### config.mk
export PLATFORM = sky130hd
export DESIGN_NAME = burst_backoff_master
export DESIGN_NICKNAME = d
export VERILOG_FILES = /design/src/rtl/bkm_pkg.sv /design/src/rtl/bkm_ctrl.sv /design/src/rtl/bkm_datapath.sv /design/src/rtl/burst_backoff_master.sv
export SDC_FILE = /design/constraint.sdc
export NUM_CORES = 1
export LEC_CHECK = 0
export ABC_AREA = 1
export BUFFER_PORTS_ARGS = -buffer_cell sky130_fd_sc_hd__buf_2
export CAP_MARGIN = 20
export CELL_PAD_IN_SITES_DETAIL_PLACEMENT = 2
export CELL_PAD_IN_SITES_GLOBAL_PLACEMENT = 2
export CORE_MARGIN = 5
export CORE_UTILIZATION = 27
export CTS_CLUSTER_DIAMETER = 200
export DETAILED_ROUTE_END_ITERATION = 8
export MAX_ROUTING_LAYER = met4
export PLACE_DENSITY_LB_ADDON = 0.1
export REMOVE_ABC_BUFFERS = 1
export SYNTH_ARGS = -nofsm -noshare
export SYNTH_HDL_FRONTEND = slang
export SYNTH_HIERARCHICAL = 1
export SYNTH_SLANG_ARGS = --single-unit
### constraint.sdc
create_clock -name clk -period 1.75 [get_ports clk]
set_input_delay 0.2625 -clock clk [delete_from_list [all_inputs] [get_ports clk]]
set_output_delay 0.2625 -clock clk [all_outputs]
set_load 0.005 [all_outputs]
### src/rtl/bkm_pkg.sv
package bkm_pkg;
  typedef enum logic [1:0] {
    KIND_RD1 = 2'd0,
    KIND_RDB = 2'd1,
    KIND_WRB = 2'd2,
    KIND_WR1 = 2'd3
  } reqKind_e;

  typedef enum logic [1:0] {
    ST_IDLE,
    ST_ADDR,
    ST_DATA,
    ST_OFF
  } busState_e;

  typedef struct packed {
    logic load;
    logic beatAdv;
    logic addrPhase;
    logic dataPhase;
  } ctrlStrb_t;
endpackage

### src/rtl/bkm_ctrl.sv
module bkm_ctrl
  import bkm_pkg::*;
(
  input  logic      clk,
  input  logic      rstN,
  input  logic      reqValid,
  input  logic      busBackoff,
  input  logic      busRdy,
  input  logic      lastBeat,
  output ctrlStrb_t strb,
  output logic      reqReady,
  output logic      rspDone
);
  busState_e state, stateNext;
  logic      doneNext;

  always_comb begin
    stateNext = state;
    doneNext  = 1'b0;
    strb      = '0;
    case (state)
      ST_IDLE: begin
        if (reqValid) begin
          strb.load = 1'b1;
          stateNext = busBackoff ? ST_OFF : ST_ADDR;
        end
      end
      ST_ADDR: begin
        strb.addrPhase = 1'b1;
        stateNext = busBackoff ? ST_OFF : ST_DATA;
      end
      ST_DATA: begin
        strb.dataPhase = 1'b1;
        if (busBackoff) begin
          stateNext = ST_OFF;
        end else if (busRdy) begin
          strb.beatAdv = 1'b1;
          if (lastBeat) begin
            stateNext = ST_IDLE;
            doneNext  = 1'b1;
          end
        end
      end
      ST_OFF: begin
        if (!busBackoff) stateNext = ST_ADDR;
      end
      default: stateNext = ST_IDLE;
    endcase
  end

  always_ff @(posedge clk or negedge rstN) begin
    if (!rstN) begin
      state   <= ST_IDLE;
      rspDone <= 1'b0;
    end else begin
      state   <= stateNext;
      rspDone <= doneNext;
    end
  end

  assign reqReady = (state == ST_IDLE);

  AST_OFF_NEXT: assert property (@(posedge clk) disable iff (!rstN)
    busBackoff |=> !(strb.addrPhase || strb.dataPhase));
  AST_RESUME_ADS: assert property (@(posedge clk) disable iff (!rstN)
    (state == ST_OFF && !busBackoff) |=> strb.addrPhase);
  AST_ADS_SINGLE: assert property (@(posedge clk) disable iff (!rstN)
    strb.addrPhase |=> !strb.addrPhase);
  AST_DONE_SOURCE: assert property (@(posedge clk) disable iff (!rstN)
    rspDone |-> $past(strb.beatAdv && lastBeat));
endmodule

### src/rtl/bkm_datapath.sv
module bkm_datapath
  import bkm_pkg::*;
#(
  parameter int ADDR_W = 32,
  parameter int DATA_W = 32,
  parameter int BEATS  = 4
) (
  input  logic                     clk,
  input  logic                     rstN,
  input  ctrlStrb_t                strb,
  input  logic [1:0]               reqKind,
  input  logic [ADDR_W-1:0]        reqAddr,
  input  logic                     reqLock,
  input  logic [DATA_W*BEATS-1:0]  reqWData,
  input  logic [DATA_W-1:0]        busDataIn,
  output logic                     lastBeat,
  output logic [ADDR_W-1:0]        busAddr,
  output logic                     busWr,
  output logic                     busLock,
  output logic                     busBlast,
  output logic                     busDataOe,
  output logic [DATA_W-1:0]        busDataOut,
  output logic [DATA_W*BEATS-1:0]  rspRData
);
  localparam int BEAT_BITS = $clog2(BEATS);
  localparam int BYTE_OFF  = $clog2(DATA_W / 8);
  localparam int LINE_OFF  = BEAT_BITS + BYTE_OFF;
  localparam int CNT_W     = BEAT_BITS + 1;
  localparam logic [CNT_W-1:0] FULL_CNT = CNT_W'(BEATS);
  localparam logic [CNT_W-1:0] ONE_CNT  = CNT_W'(1);

  logic [ADDR_W-1:LINE_OFF] baseAddr;
  logic [BEAT_BITS-1:0]     beatIdx;
  logic [CNT_W-1:0]         beatsLeft;
  logic                     isWrite;
  logic                     isLock;
  logic                     isBurst;
  logic [DATA_W-1:0]        wLane [BEATS];
  logic                     driving;

  assign isBurst = (reqKind == KIND_RDB) || (reqKind == KIND_WRB);
  assign driving = strb.addrPhase || strb.dataPhase;
  assign lastBeat = (beatsLeft == ONE_CNT);

  always_ff @(posedge clk or negedge rstN) begin
    if (!rstN) begin
      baseAddr  <= '0;
      beatIdx   <= '0;
      beatsLeft <= '0;
      isWrite   <= 1'b0;
      isLock    <= 1'b0;
    end else if (strb.load) begin
      baseAddr  <= reqAddr[ADDR_W-1:LINE_OFF];
      beatIdx   <= isBurst ? '0 : reqAddr[LINE_OFF-1:BYTE_OFF];
      beatsLeft <= isBurst ? FULL_CNT : ONE_CNT;
      isWrite   <= (reqKind == KIND_WRB) || (reqKind == KIND_WR1);
      isLock    <= reqLock;
    end else if (strb.beatAdv) begin
      beatIdx   <= beatIdx + 1'b1;
      beatsLeft <= beatsLeft - 1'b1;
    end
  end

  for (genvar k = 0; k < BEATS; k++) begin : g_lane
    logic [DATA_W-1:0] wReg;
    logic [DATA_W-1:0] rReg;
    always_ff @(posedge clk or negedge rstN) begin
      if (!rstN) begin
        wReg <= '0;
        rReg <= '0;
      end else if (strb.load) begin
        wReg <= reqWData[k*DATA_W +: DATA_W];
        rReg <= '0;
      end else if (strb.beatAdv && !isWrite && beatIdx == BEAT_BITS'(k)) begin
        rReg <= busDataIn;
      end
    end
    assign wLane[k] = wReg;
    assign rspRData[k*DATA_W +: DATA_W] = rReg;
  end

  assign busAddr    = driving ? {baseAddr, beatIdx, {BYTE_OFF{1'b0}}} : '0;
  assign busWr      = driving && isWrite;
  assign busLock    = driving && isLock;
  assign busBlast   = driving && lastBeat;
  assign busDataOe  = strb.dataPhase && isWrite;
  assign busDataOut = busDataOe ? wLane[beatIdx] : '0;

  AST_BEAT_HOLD: assert property (@(posedge clk) disable iff (!rstN)
    (!strb.load && !strb.beatAdv) |=> ($stable(beatIdx) && $stable(beatsLeft)));
  AST_LOCK_KEEP: assert property (@(posedge clk) disable iff (!rstN)
    !strb.load |=> $stable(isLock));
  AST_NO_UNDERFLOW: assert property (@(posedge clk) disable iff (!rstN)
    strb.beatAdv |-> (beatsLeft != '0));
endmodule

### src/rtl/burst_backoff_master.sv
module burst_backoff_master
  import bkm_pkg::*;
(
  input  logic         clk,
  input  logic         rstN,
  input  logic         reqValid,
  output logic         reqReady,
  input  logic [1:0]   reqKind,
  input  logic [31:0]  reqAddr,
  input  logic         reqLock,
  input  logic [127:0] reqWData,
  output logic         rspDone,
  output logic [127:0] rspRData,
  output logic         busAds,
  output logic [31:0]  busAddr,
  output logic         busWr,
  output logic         busLock,
  output logic         busBlast,
  output logic         busDataOe,
  output logic [31:0]  busDataOut,
  input  logic [31:0]  busDataIn,
  input  logic         busRdy,
  input  logic         busBackoff
);
  ctrlStrb_t strb;
  logic      lastBeat;

  bkm_ctrl u_ctrl (
    .clk        (clk),
    .rstN       (rstN),
    .reqValid   (reqValid),
    .busBackoff (busBackoff),
    .busRdy     (busRdy),
    .lastBeat   (lastBeat),
    .strb       (strb),
    .reqReady   (reqReady),
    .rspDone    (rspDone)
  );

  bkm_datapath #(.ADDR_W(32), .DATA_W(32), .BEATS(4)) u_dp (
    .clk        (clk),
    .rstN       (rstN),
    .strb       (strb),
    .reqKind    (reqKind),
    .reqAddr    (reqAddr),
    .reqLock    (reqLock),
    .reqWData   (reqWData),
    .busDataIn  (busDataIn),
    .lastBeat   (lastBeat),
    .busAddr    (busAddr),
    .busWr      (busWr),
    .busLock    (busLock),
    .busBlast   (busBlast),
    .busDataOe  (busDataOe),
    .busDataOut (busDataOut),
    .rspRData   (rspRData)
  );

  assign busAds = strb.addrPhase;
endmodule

==> flow_summary_export.csv <==
group,metric,value,unit
cts,clk_pin_slew,0.05,ns
finish,nets,2331,
drt,drtIter0Drc,586,
timing,final-hold-violation-count,0,
drt,drtPass1Iterations,4,
yosys,synth_top_area_share,56.15,%
critical_path,cp_num_buf_inv,3,
floorplanning,start_util,27.38,%
floorplanning,die_area,53030,um^2
critical_path,crit_arrival,1.87,ns
yosys,netlist_area,13100,um^2
cts,insertion_delay,0.53,ns
timing,skew,0.01187,ns
yosys,async_flop_share,100.0,%
drt,routed_wl,64.27,mm
timing,finalSetupViolCount,332,
min_path,holdCritPathClass,"in2reg",
critical_path,path_max_fanout,20,
finish,final_area,21340,um^2
critical_path,path_delay_family,"flip-flops",
drt,wl_per_cell,23.23,um
finish,fill_cells,5085,
critical_path,crit_type,"reg2out",
yosys,synth.most_common_cell,"nand2_1",
power,power.density,1528,nW/um^2
global_route,grt_pass1_wl,94.59,mm
critical_path,worstPathRequired,1.49,ns
timing,fin_crit,2.132,ns
critical_path,crit_slowest_cell,"dfrtp_2",
global_route,track_usage,23.85,%
finish,drive_gt1_share,36.84,%
yosys,synth_edf_count,0,
global_route,grt_overflow,0,
timing,fin_crit_sh,121.8,%
yosys,ys.flop_type,"dfrtp_1",
finish,final-seq-area,7360,um^2
cts,clockBufferDepth,3,
yosys,yosys.cell_types.count,26,
floorplanning,io-pin-count,399,
power,power,32.60,mW
place,placed_cell_area,16010,um^2
finish,multiInputGateArea,5285,um^2
place,dp_hpwl,35.04,mm
run_status,violations,"negative setup slack",
cts,cts-root-buf,"clkbuf_16",
timing,rsz0062_at_grt,"yes",
yosys,yosys.area.top_type,"dfrtp_1",
global_route,first_global_vias,15120,
run,drv_cap,0,
global_route,antenna_found_initial,5,
drt,via_per_inst,4.789,
drt,via_count,13250,
power,vdd_ir_drop_max,909.0,uV
yosys,synthTopCellsByArea,"dfrtp_1 56%, nand2_1 9.6%, nand3_1 7.5%",
yosys,yosysSeqAreaShare,56.15,%
critical_path,endpoint_kind,"primary output",
critical_path,crit_chain,"inv_6, buf_12, nand2_1, nand3_1, a21oi_4, buf_2",
floorplanning,die_w,230.3,um
run_status,outcome,"finished, violations left",
cts,numCtsBuffers,37,
yosys,synth_cells,1497,
timing,drv_slew,0,
global_route,grt_max_degree,58,
place,port_buffers,394,
cts,cts_num_sinks,294,
yosys,yosysWarningCount,6,
place,gp_congestion,0.7744,
finish,area.growth.synth_to_final,62.83,%
drt,drc_errors,0,
critical_path,critical_path.max_stage_delay,0.47,ns
cts,htreeDepth,2,
critical_path,start_kind,"register",
timing,worst_slack,-0.3816,ns
drt,drtAntennaViolNets,0,
yosys,synth_common_cells,"334 x nand2_1, 294 x dfrtp_1, 196 x nand3_1, 172 x inv_1, 169 x o21ai_0",
floorplanning,die-height,230.3,um
floorplanning,core-area,47850,um^2
place,dp_worst_setup_slack,-0.05051,ns
timing,fmax,469.1,MHz
power,p_leak,10.65,nW
cts,cts_tree,"yes",
yosys,ys_ff_latch,294,
floorplanning,num_rows,80,
yosys,syn_area_per_cell,8.753,um^2
==> sequential cells by signal, summed over array words and instances (netlist names) <==
name	cells
u_dp/beatsLeft	3
u_dp/g_lane.wReg	128
u_dp/baseAddr	28
u_ctrl/rspDone	1
u_dp/g_lane.rReg	128
u_dp/isLock	1
u_ctrl/state	2
u_dp/isWrite	1
u_dp/beatIdx	2
==> worst reg2reg max path, delay by kind of cell, from the launching register on <==
family,cells,cell delay (ns)
AO/OA/AOI/OAI,1,0.08
AND/OR/NAND/NOR,6,0.62
flip-flops,1,0.41
buffers and inverters,6,0.85
==> per-layer routing <==
metal	track usage [%]	vias to the layer above	wire (um)
li1	-	6097	-
met3	3.923	87	2599
met4	6.445	0	1418
met1	30.10	6758	27760
met5	-	-	0
met2	40.06	309	32490
==> final timing paths <==
check / start / to / slack (ns) / depth (start not counted)
worst min register to register: u_dp/g_lane[1].rReg[9]$_DFFE_PN0P_ / u_dp/g_lane[1].rReg[9]$_DFFE_PN0P_ / 0.51 / 2
worst max-delay path: u_dp/beatIdx[0]$_DFFE_PN0P_ / busDataOut[27] / -0.38 / 6
min in group asynchronous: rstN / u_dp/isLock$_DFFE_PN0P_ / 0.16 / 2
worst min-delay path: reqWData[47] / u_dp/g_lane[1].wReg[15]$_DFFE_PN0P_ / 0.02 / 3
max in group asynchronous: rstN / u_dp/g_lane[1].wReg[10]$_DFFE_PN0P_ / 0.85 / 4
worst max register to register: u_ctrl/state[0]$_DFFE_PN0P_ / u_dp/g_lane[2].rReg[29]$_DFFE_PN0P_ / -0.32 / 13
==> what timing repair did <==
action                     in CTS  in global routing
hold endpoints to repair      442                  0
setup endpoints to repair     227                357
pin swaps                      31                 11
hold buffers                  161                  0
gates resized for setup       168                115
cloned                         38                  4
buffers inserted               29                  6
==> layout make-up <==
class / instances / area share (%)
Timing Repair inverter: 1 / 0.04105
Multi-Input combinational cell: 921 / 24.77
Antenna cell: 5 / 0.05864
Timing Repair Buffer: 691 / 28.64
Inverter: 177 / 3.196
Clock buffer: 59 / 5.102
Tap cell: 615 / 3.607
Sequential cell: 294 / 34.49
Clock inverter: 4 / 0.09383
==> placed cells by master, fill, tap and decap left out, types with 44 or more instances in the layout <==
cell / n
buf_4: 44
nand2_1: 301
inv_1: 168
dfrtp_1: 292
dlygate4sd3_1: 161
nand3_1: 156
o21ai_0: 165
buf_2: 385
o21ai_1: 77
o21ai_2: 50
==> report_power, final <==
part           internal [mW]  switching [mW]
clock                   4.23            3.01
sequential              9.16           0.998
combinational           6.20            9.01
total                   19.6            13.0
==> cell families (layout without fill, tap and decap cells) <==
group                      after synthesis  after routing  synth area share [%]
other                                    1              7               0.02862
DFF                                    294            294                 56.15
and+or+nand+nor                        583            583                 19.09
AOI/OAI and AO/OA                      328            328                 13.71
buffers and inverters                  283            932                 10.26
adders and majority gates                8              8                0.7640
==> stage by stage <==
step                hold WS (ns)  cells  utilization [%]  setup TNS (ns)
floorplan               -0.03309   1392                -        -3136.31
detailed placement        0.1187   2462            33.47          -1.469
global placement          0.1178   2462            33.47               0
finish                   0.01963   2767            44.59          -54.39
CTS                   0.00006917   2753            43.16          -57.88
global route            0.006726   2767            44.59          -92.75
(Power assumes the default switching activity.)
